`config.mk`:
```
export PLATFORM = sky130hd
export DESIGN_NAME = sig_meas_seq
export DESIGN_NICKNAME = d
export VERILOG_FILES = /design/src/rtl/sms_pkg.sv /design/src/rtl/sms_evt_sel.sv /design/src/rtl/sms_span.sv /design/src/rtl/sig_meas_seq.sv
export SDC_FILE = /design/constraint.sdc
export NUM_CORES = 1
export LEC_CHECK = 0
export ABC_AREA = 0
export BUFFER_PORTS_ARGS = -buffer_cell sky130_fd_sc_hd__buf_2
export CAP_MARGIN = 5
export CORE_UTILIZATION = 55
export CTS_BUF_LIST = sky130_fd_sc_hd__clkbuf_8
export CTS_CLUSTER_DIAMETER = 30
export DETAILED_ROUTE_END_ITERATION = 8
export GPL_ROUTABILITY_DRIVEN = 0
export GPL_TIMING_DRIVEN = 0
export PLACE_DENSITY = 0.77
export SLEW_MARGIN = 20
export SYNTH_ARGS = -nofsm -noshare
export SYNTH_HDL_FRONTEND = slang
export SYNTH_SLANG_ARGS = --single-unit
```
`constraint.sdc`:
```
create_clock -name clk -period 3.05 [get_ports clk]
set_input_delay 0.1525 -clock clk [delete_from_list [all_inputs] [get_ports clk]]
set_output_delay 0.1525 -clock clk [all_outputs]
set_load 0.01 [all_outputs]
```
`src/rtl/sms_pkg.sv`:
```
package sms_pkg;

   // Sequencer state codes, visible on the state output
   typedef enum logic [1:0] {
      ST_IDLE  = 2'd0,
      ST_DELAY = 2'd1,
      ST_MEAS  = 2'd2,
      ST_WAIT  = 2'd3
   } sms_state_e;

   // Restart source selection codes
   localparam logic [2:0] MODE_LOCK    = 3'd0;
   localparam logic [2:0] MODE_PIN     = 3'd1;
   localparam logic [2:0] MODE_RXENTRY = 3'd2;
   localparam logic [2:0] MODE_GAIN    = 3'd3;
   localparam logic [2:0] MODE_SW      = 3'd4;
   localparam logic [2:0] MODE_GAINPIN = 3'd5;

   // Level inputs that restart on a rising edge: lock, pin, receive entry
   localparam int NUM_LVL = 3;
   localparam int LVL_LOCK = 0;
   localparam int LVL_PIN  = 1;
   localparam int LVL_RX   = 2;

endpackage

```
`src/rtl/sms_evt_sel.sv`:
```
module sms_evt_sel
   import sms_pkg::*;
(
   input  logic               clk,
   input  logic               rst_n,
   input  logic [2:0]         mode,
   input  logic [NUM_LVL-1:0] lvl_in,
   input  logic               chg_pulse,
   input  logic               sw_pulse,
   output logic               restart
);

   logic [NUM_LVL-1:0] lvl_q;
   logic [NUM_LVL-1:0] rise;

   // One edge detector per level-type source
   for (genvar gi = 0; gi < NUM_LVL; gi++) begin : g_edge
      always_ff @(posedge clk or negedge rst_n) begin
         if (!rst_n) lvl_q[gi] <= 1'b0;
         else        lvl_q[gi] <= lvl_in[gi];
      end
      assign rise[gi] = lvl_in[gi] & ~lvl_q[gi];
   end

   always_comb begin
      case (mode)
         MODE_LOCK:    restart = rise[LVL_LOCK];
         MODE_PIN:     restart = rise[LVL_PIN];
         MODE_RXENTRY: restart = rise[LVL_RX];
         MODE_GAIN:    restart = chg_pulse;
         MODE_SW:      restart = sw_pulse;
         MODE_GAINPIN: restart = chg_pulse | rise[LVL_PIN];
         default:      restart = 1'b0;   // reserved codes stay silent
      endcase
   end

endmodule

```
`src/rtl/sms_span.sv`:
```
// Counts strobes (optionally prescaled by 2**PRE_LOG2) while enabled and
// flags the cycle in which the programmed span completes.
module sms_span #(
   parameter int CW           = 16,
   parameter int PRE_LOG2     = 0,
   parameter bit ZERO_IS_DONE = 1'b0
) (
   input  logic          clk,
   input  logic          rst_n,
   input  logic          en,
   input  logic          stb,
   input  logic [CW-1:0] limit,
   output logic          done
);

   localparam logic [CW-1:0] C_ONE = 1;

   logic          tick;
   logic          last;
   logic [CW-1:0] cnt_q;

   if (CW < 1) begin : g_bad_cw
      $error("sms_span: CW must be at least 1");
   end
   if (PRE_LOG2 < 0 || PRE_LOG2 > 8) begin : g_bad_pre
      $error("sms_span: PRE_LOG2 out of range");
   end

   if (PRE_LOG2 > 0) begin : g_pre
      localparam logic [PRE_LOG2-1:0] P_ONE = 1;
      logic [PRE_LOG2-1:0] pre_q;
      always_ff @(posedge clk or negedge rst_n) begin
         if (!rst_n)             pre_q <= '0;
         else if (!en || done)   pre_q <= '0;
         else if (stb)           pre_q <= pre_q + P_ONE;
      end
      assign tick = stb & (&pre_q);
   end else begin : g_nopre
      assign tick = stb;
   end

   always_comb begin
      if (limit == '0) last = ZERO_IS_DONE ? 1'b1 : tick;
      else             last = tick && (cnt_q == limit - C_ONE);
   end

   assign done = en & last;

   always_ff @(posedge clk or negedge rst_n) begin
      if (!rst_n)             cnt_q <= '0;
      else if (!en || done)   cnt_q <= '0;
      else if (tick)          cnt_q <= cnt_q + C_ONE;
   end

endmodule

```
`src/rtl/sig_meas_seq.sv`:
```
module sig_meas_seq
   import sms_pkg::*;
#(
   parameter int DLY_W        = 8,
   parameter int WAIT_W       = 16,
   parameter int DUR_W        = 16,
   parameter int DLY_PRE_LOG2 = 3
) (
   input  logic              clk,
   input  logic              rst_n,
   input  logic [2:0]        mode,
   input  logic              smp_stb,
   input  logic              gain_lock,
   input  logic              en_pin,
   input  logic              rx_on,
   input  logic              gain_chg,
   input  logic              sw_trig,
   input  logic [DLY_W-1:0]  dly_cfg,
   input  logic [WAIT_W-1:0] wait_cfg,
   input  logic [DUR_W-1:0]  dur_cfg,
   output logic [1:0]        state_o,
   output logic              acc_clr,
   output logic              meas_en,
   output logic              res_vld
);

   if (DLY_W < 1 || WAIT_W < 1 || DUR_W < 1) begin : g_bad_w
      $error("sig_meas_seq: counter widths must be at least 1");
   end
   if (DLY_PRE_LOG2 < 1 || DLY_PRE_LOG2 > 6) begin : g_bad_pre
      $error("sig_meas_seq: DLY_PRE_LOG2 must lie in 1..6");
   end

   sms_state_e         state_q, state_d;
   logic               restart;
   logic               dly_done, meas_done, wait_done;
   logic               acc_clr_q, res_vld_q;
   logic [NUM_LVL-1:0] lvl_vec;

   assign lvl_vec[LVL_LOCK] = gain_lock;
   assign lvl_vec[LVL_PIN]  = en_pin;
   assign lvl_vec[LVL_RX]   = rx_on;

   sms_evt_sel u_evt (
      .clk       (clk),
      .rst_n     (rst_n),
      .mode      (mode),
      .lvl_in    (lvl_vec),
      .chg_pulse (gain_chg),
      .sw_pulse  (sw_trig),
      .restart   (restart)
   );

   // Settling delay: prescaled strobes, zero means leave at once
   sms_span #(.CW(DLY_W), .PRE_LOG2(DLY_PRE_LOG2), .ZERO_IS_DONE(1'b1)) u_dly (
      .clk   (clk),
      .rst_n (rst_n),
      .en    ((state_q == ST_DELAY) && !restart),
      .stb   (smp_stb),
      .limit (dly_cfg),
      .done  (dly_done)
   );

   // Measurement window: raw strobes, a zero length behaves as one
   sms_span #(.CW(DUR_W), .PRE_LOG2(0), .ZERO_IS_DONE(1'b0)) u_meas (
      .clk   (clk),
      .rst_n (rst_n),
      .en    ((state_q == ST_MEAS) && !restart),
      .stb   (smp_stb),
      .limit (dur_cfg),
      .done  (meas_done)
   );

   // Wait interval: only entered when nonzero
   sms_span #(.CW(WAIT_W), .PRE_LOG2(0), .ZERO_IS_DONE(1'b1)) u_wait (
      .clk   (clk),
      .rst_n (rst_n),
      .en    ((state_q == ST_WAIT) && !restart),
      .stb   (smp_stb),
      .limit (wait_cfg),
      .done  (wait_done)
   );

   always_comb begin
      state_d = state_q;
      if (restart) begin
         state_d = ST_DELAY;
      end else begin
         case (state_q)
            ST_DELAY: if (dly_done)  state_d = ST_MEAS;
            ST_MEAS:  if (meas_done) state_d = (wait_cfg == '0) ? ST_MEAS : ST_WAIT;
            ST_WAIT:  if (wait_done) state_d = ST_MEAS;
            default:  state_d = state_q;
         endcase
      end
   end

   always_ff @(posedge clk or negedge rst_n) begin
      if (!rst_n) begin
         state_q   <= ST_IDLE;
         acc_clr_q <= 1'b0;
         res_vld_q <= 1'b0;
      end else begin
         state_q   <= state_d;
         acc_clr_q <= restart;
         res_vld_q <= meas_done & ~restart;
      end
   end

   assign state_o = state_q;
   assign acc_clr = acc_clr_q;
   assign res_vld = res_vld_q;
   assign meas_en = (state_q == ST_MEAS);

endmodule

```
==> impl_metrics.tcl <==
set metrics [dict create \
    synth_edf_count 0 \
    cap_violations 0 \
    rsz0062_at_grt "false" \
    syn_to_final_growth_pct 13.81 \
    switchingPower_mw 0.3904 \
    fmax_mhz 361.4 \
    hold_viol 0 \
    cts_buffers 5 \
    finalWorstPathRequiredPeriod_ps 2767 \
    setup_tns_ps 0 \
    drc 0 \
    syn-instance-count 445 \
    start_util 0.5672 \
    wl_per_cell_um 14.96 \
    tightest_slew_ps 629.0 \
    n_fill_cell 578 \
    cts_max_level 2 \
    endpoint_kind "flop" \
    synth-async-reset-ratio 1.000 \
    pin_count 56 \
    fin_nets 569 \
    fin_crit_sh 0.9072 \
    start_kind "primary input" \
    comb_power_share 0.169 \
    wirelength_mm 8.828 \
    die_w_um 85.48 \
    hpwl_mm 6.752 \
    worstPathMaxFanout 10 \
    ys_seq_area_frac 0.3265 \
    dieArea_um2 7306 \
    drive_above_1_share 0.1529 \
    path_class "in2reg" \
    firstDrtPassIters 4 \
    swShare 0.2698 \
    final_max_slew_viol_count 0 \
    pwr-share-seq 0.483 \
    syn-num-nets 505 \
    design_area_um2 4362 \
    die_h_um 85.48 \
    ir_worst_vdd_v 0.0001936 \
    rows 30 \
    p_leak_nw 1.864 \
    cts_setup_buffers 0 \
    ys_seq_elements 50 \
    cp_data_required_time_ps 3260 \
    ys_types 62 \
    drtAntennaViolNets 0 \
    maxSlewHeadroom 0.5807 \
    synth_area_per_cell_um2 8.612 \
    cts_root_buffer "clkbuf_8" \
    clk_pin_slew_ps 100 \
    whs_ps 315.0 \
    numPortBuffers 53 \
    clockBufferDepth 2 \
    clock_latency_ps 310 \
    multiInputGateArea_um2 2462 \
    register_area_um2 1251 \
    pwr-share-clk 0.349 \
    globalRouteOverflowTotal 0 \
    drt_iter0_drc 254 \
    total_power_mw 1.447 \
    grt_pass1_vias 3196 \
    core_area_um2 6756 \
    grt_start_max_net_pins 51 \
    arrival_ps 2980 \
    vias_per_cell 5.851 \
    antenna_found_initial 0 \
    antenna_cells 0 \
    grtUsageTotal 0.2503 \
    ys.flop_type "dfrtp_1" \
    fin_skew_ps 13.60 \
    post_dp_cell_area_um2 4198 \
    powerDensity_nw_per_um2 331.8 \
    status "completed" \
    cts_num_sinks 50 \
    setup_violations 0 \
    hold_class "in2reg" \
    syn_area_um2 3832 \
    yosysWarnings 0 \
    num_vias 3452 \
    power.internal_mw 1.057 \
    cts_tree "done" \
    grt_pass1_wl_mm 14.73 \
]
==> kinds of logic after synthesis <==
logic type | Yosys count | share of synthesized area
flip-flops | 50 | 0.3265
AO/OA/AOI/OAI | 52 | 0.09860
adder cells (fa/ha/maj) | 9 | 0.02938
XOR/XNOR | 89 | 0.2034
AND/OR/NAND/NOR | 212 | 0.2955
multiplexers | 6 | 0.01567
buffers and inverters | 27 | 0.03101
==> final timing paths <==
check / depth (start not counted) / slack, ps / startpoint / endpoint
max: 12 / 280 / dur_cfg[0] / u_meas.cnt_q[14]
min: 3 / 320 / mode[2] / acc_clr
max reg2reg: 9 / 390 / u_meas.cnt_q[12] / u_meas.cnt_q[14]
min reg2reg: 2 / 560 / u_dly.g_pre.pre_q[2] / u_dly.g_pre.pre_q[2]
max in group asynchronous: 2 / 2220 / rst_n / u_evt.lvl_q[1]
min in group asynchronous: 2 / 380 / rst_n / u_wait.cnt_q[6]
==> synthesized netlist by cell type (3+ instances only) <==
library cell | instances | area, um2
o211ai_1 | 3 | 22.52
nor3_1 | 16 | 80.08
mux2i_1 | 6 | 60.06
o31ai_1 | 3 | 22.52
nand2_1 | 33 | 123.9
clkbuf_1 | 10 | 37.54
dfrtp_1 | 50 | 1251
xor2_1 | 47 | 411.6
inv_1 | 12 | 45.04
nand4_1 | 14 | 87.58
nor3b_1 | 3 | 22.52
and3_1 | 10 | 62.56
nand3_1 | 23 | 115.1
xnor2_1 | 42 | 367.9
or4_1 | 5 | 37.54
o21ai_0 | 9 | 45.04
ha_1 | 9 | 112.6
or3_1 | 7 | 43.79
a21oi_1 | 11 | 55.05
nand3b_1 | 6 | 45.04
nor4_1 | 6 | 37.54
a31oi_1 | 3 | 18.77
nor2_1 | 59 | 221.5
nand2b_1 | 5 | 31.28
nor4_2 | 3 | 37.54
nor2b_1 | 5 | 31.28
==> per-stage QoR <==
| step | utilization | std cells | setup WS, ps |
|---|---|---|---|
| final | 0.6456 | 590 | 283.0 |
| after global placement | 0.6213 | 578 | 34.12 |
| after global routing | 0.6456 | 590 | 126.1 |
| after detailed placement | 0.6213 | 578 | -15.07 |
| after floorplan | - | 445 | 610.6 |
| after CTS | 0.6437 | 589 | 314.5 |
==> final cells by class <==
class / instances / share of cell area
Buffer: 15 / 0.01692
Clock buffer: 6 / 0.01893
Clock inverter: 2 / 0.008893
Inverter: 12 / 0.01033
Multi-Input combinational cell: 368 / 0.5645
Sequential cell: 50 / 0.2869
Tap cell: 80 / 0.02295
Timing Repair Buffer: 57 / 0.07057
==> critical path, cell delays in order <==
cell       delay, ps
buf_2            120
inv_1             50
ha_1             140
clkbuf_1         280
nand3b_1         370
or3_1            450
a21oi_1          150
o2111ai_1        190
o41ai_4          580
a21o_2           290
buf_6            160
nor2_1            50
==> layout by cell type, fill, tap and decap left out, types with 10 or more instances in the layout <==
master and instances:
buf_2 54, nand3_1 23, nor3_1 16, inv_1 12, a21oi_1 11, dfrtp_1 50
nor2_1 59, nand4_1 14, clkbuf_1 10, and3_1 10, xor2_1 47, nand2_1 33
xnor2_1 42
==> registers in the layout, summed over array words and instances, names as in the netlist <==
name,cells
state_o,2
u_meas.cnt_q,16
acc_clr,1
u_evt.lvl_q,3
u_wait.cnt_q,16
u_dly.cnt_q,8
res_vld,1
u_dly.g_pre.pre_q,3
==> power by group through the flow <==
stage | sequential [mW] | combinational, mW | clock (mW)
2_1_floorplan | 0.708 | 0.135 | 0
3_3_place_gp | 0.709 | 0.225 | 0
3_5_place_dp | 0.710 | 0.235 | 0
4_1_cts | 0.698 | 0.244 | 0.510
5_1_grt | 0.700 | 0.272 | 0.532
6_report | 0.698 | 0.244 | 0.505
==> timing repair <==
action | in CTS | in global routing
resized for setup | 0 | 0
hold buffers | 3 | 1
setup endpoints to repair | 0 | 0
endpoints found under the hold margin | 3 | 50
==> metal layers <==
metal	GRT usage	wire length (um)	vias to the layer above
li1	-	-	1693
met1	0.3589	4150	1659
met2	0.4015	4206	89
met3	0.03113	353	11
met4	0.06515	118	0
met5	0	0	-
Power figures use the tool's default switching activity.
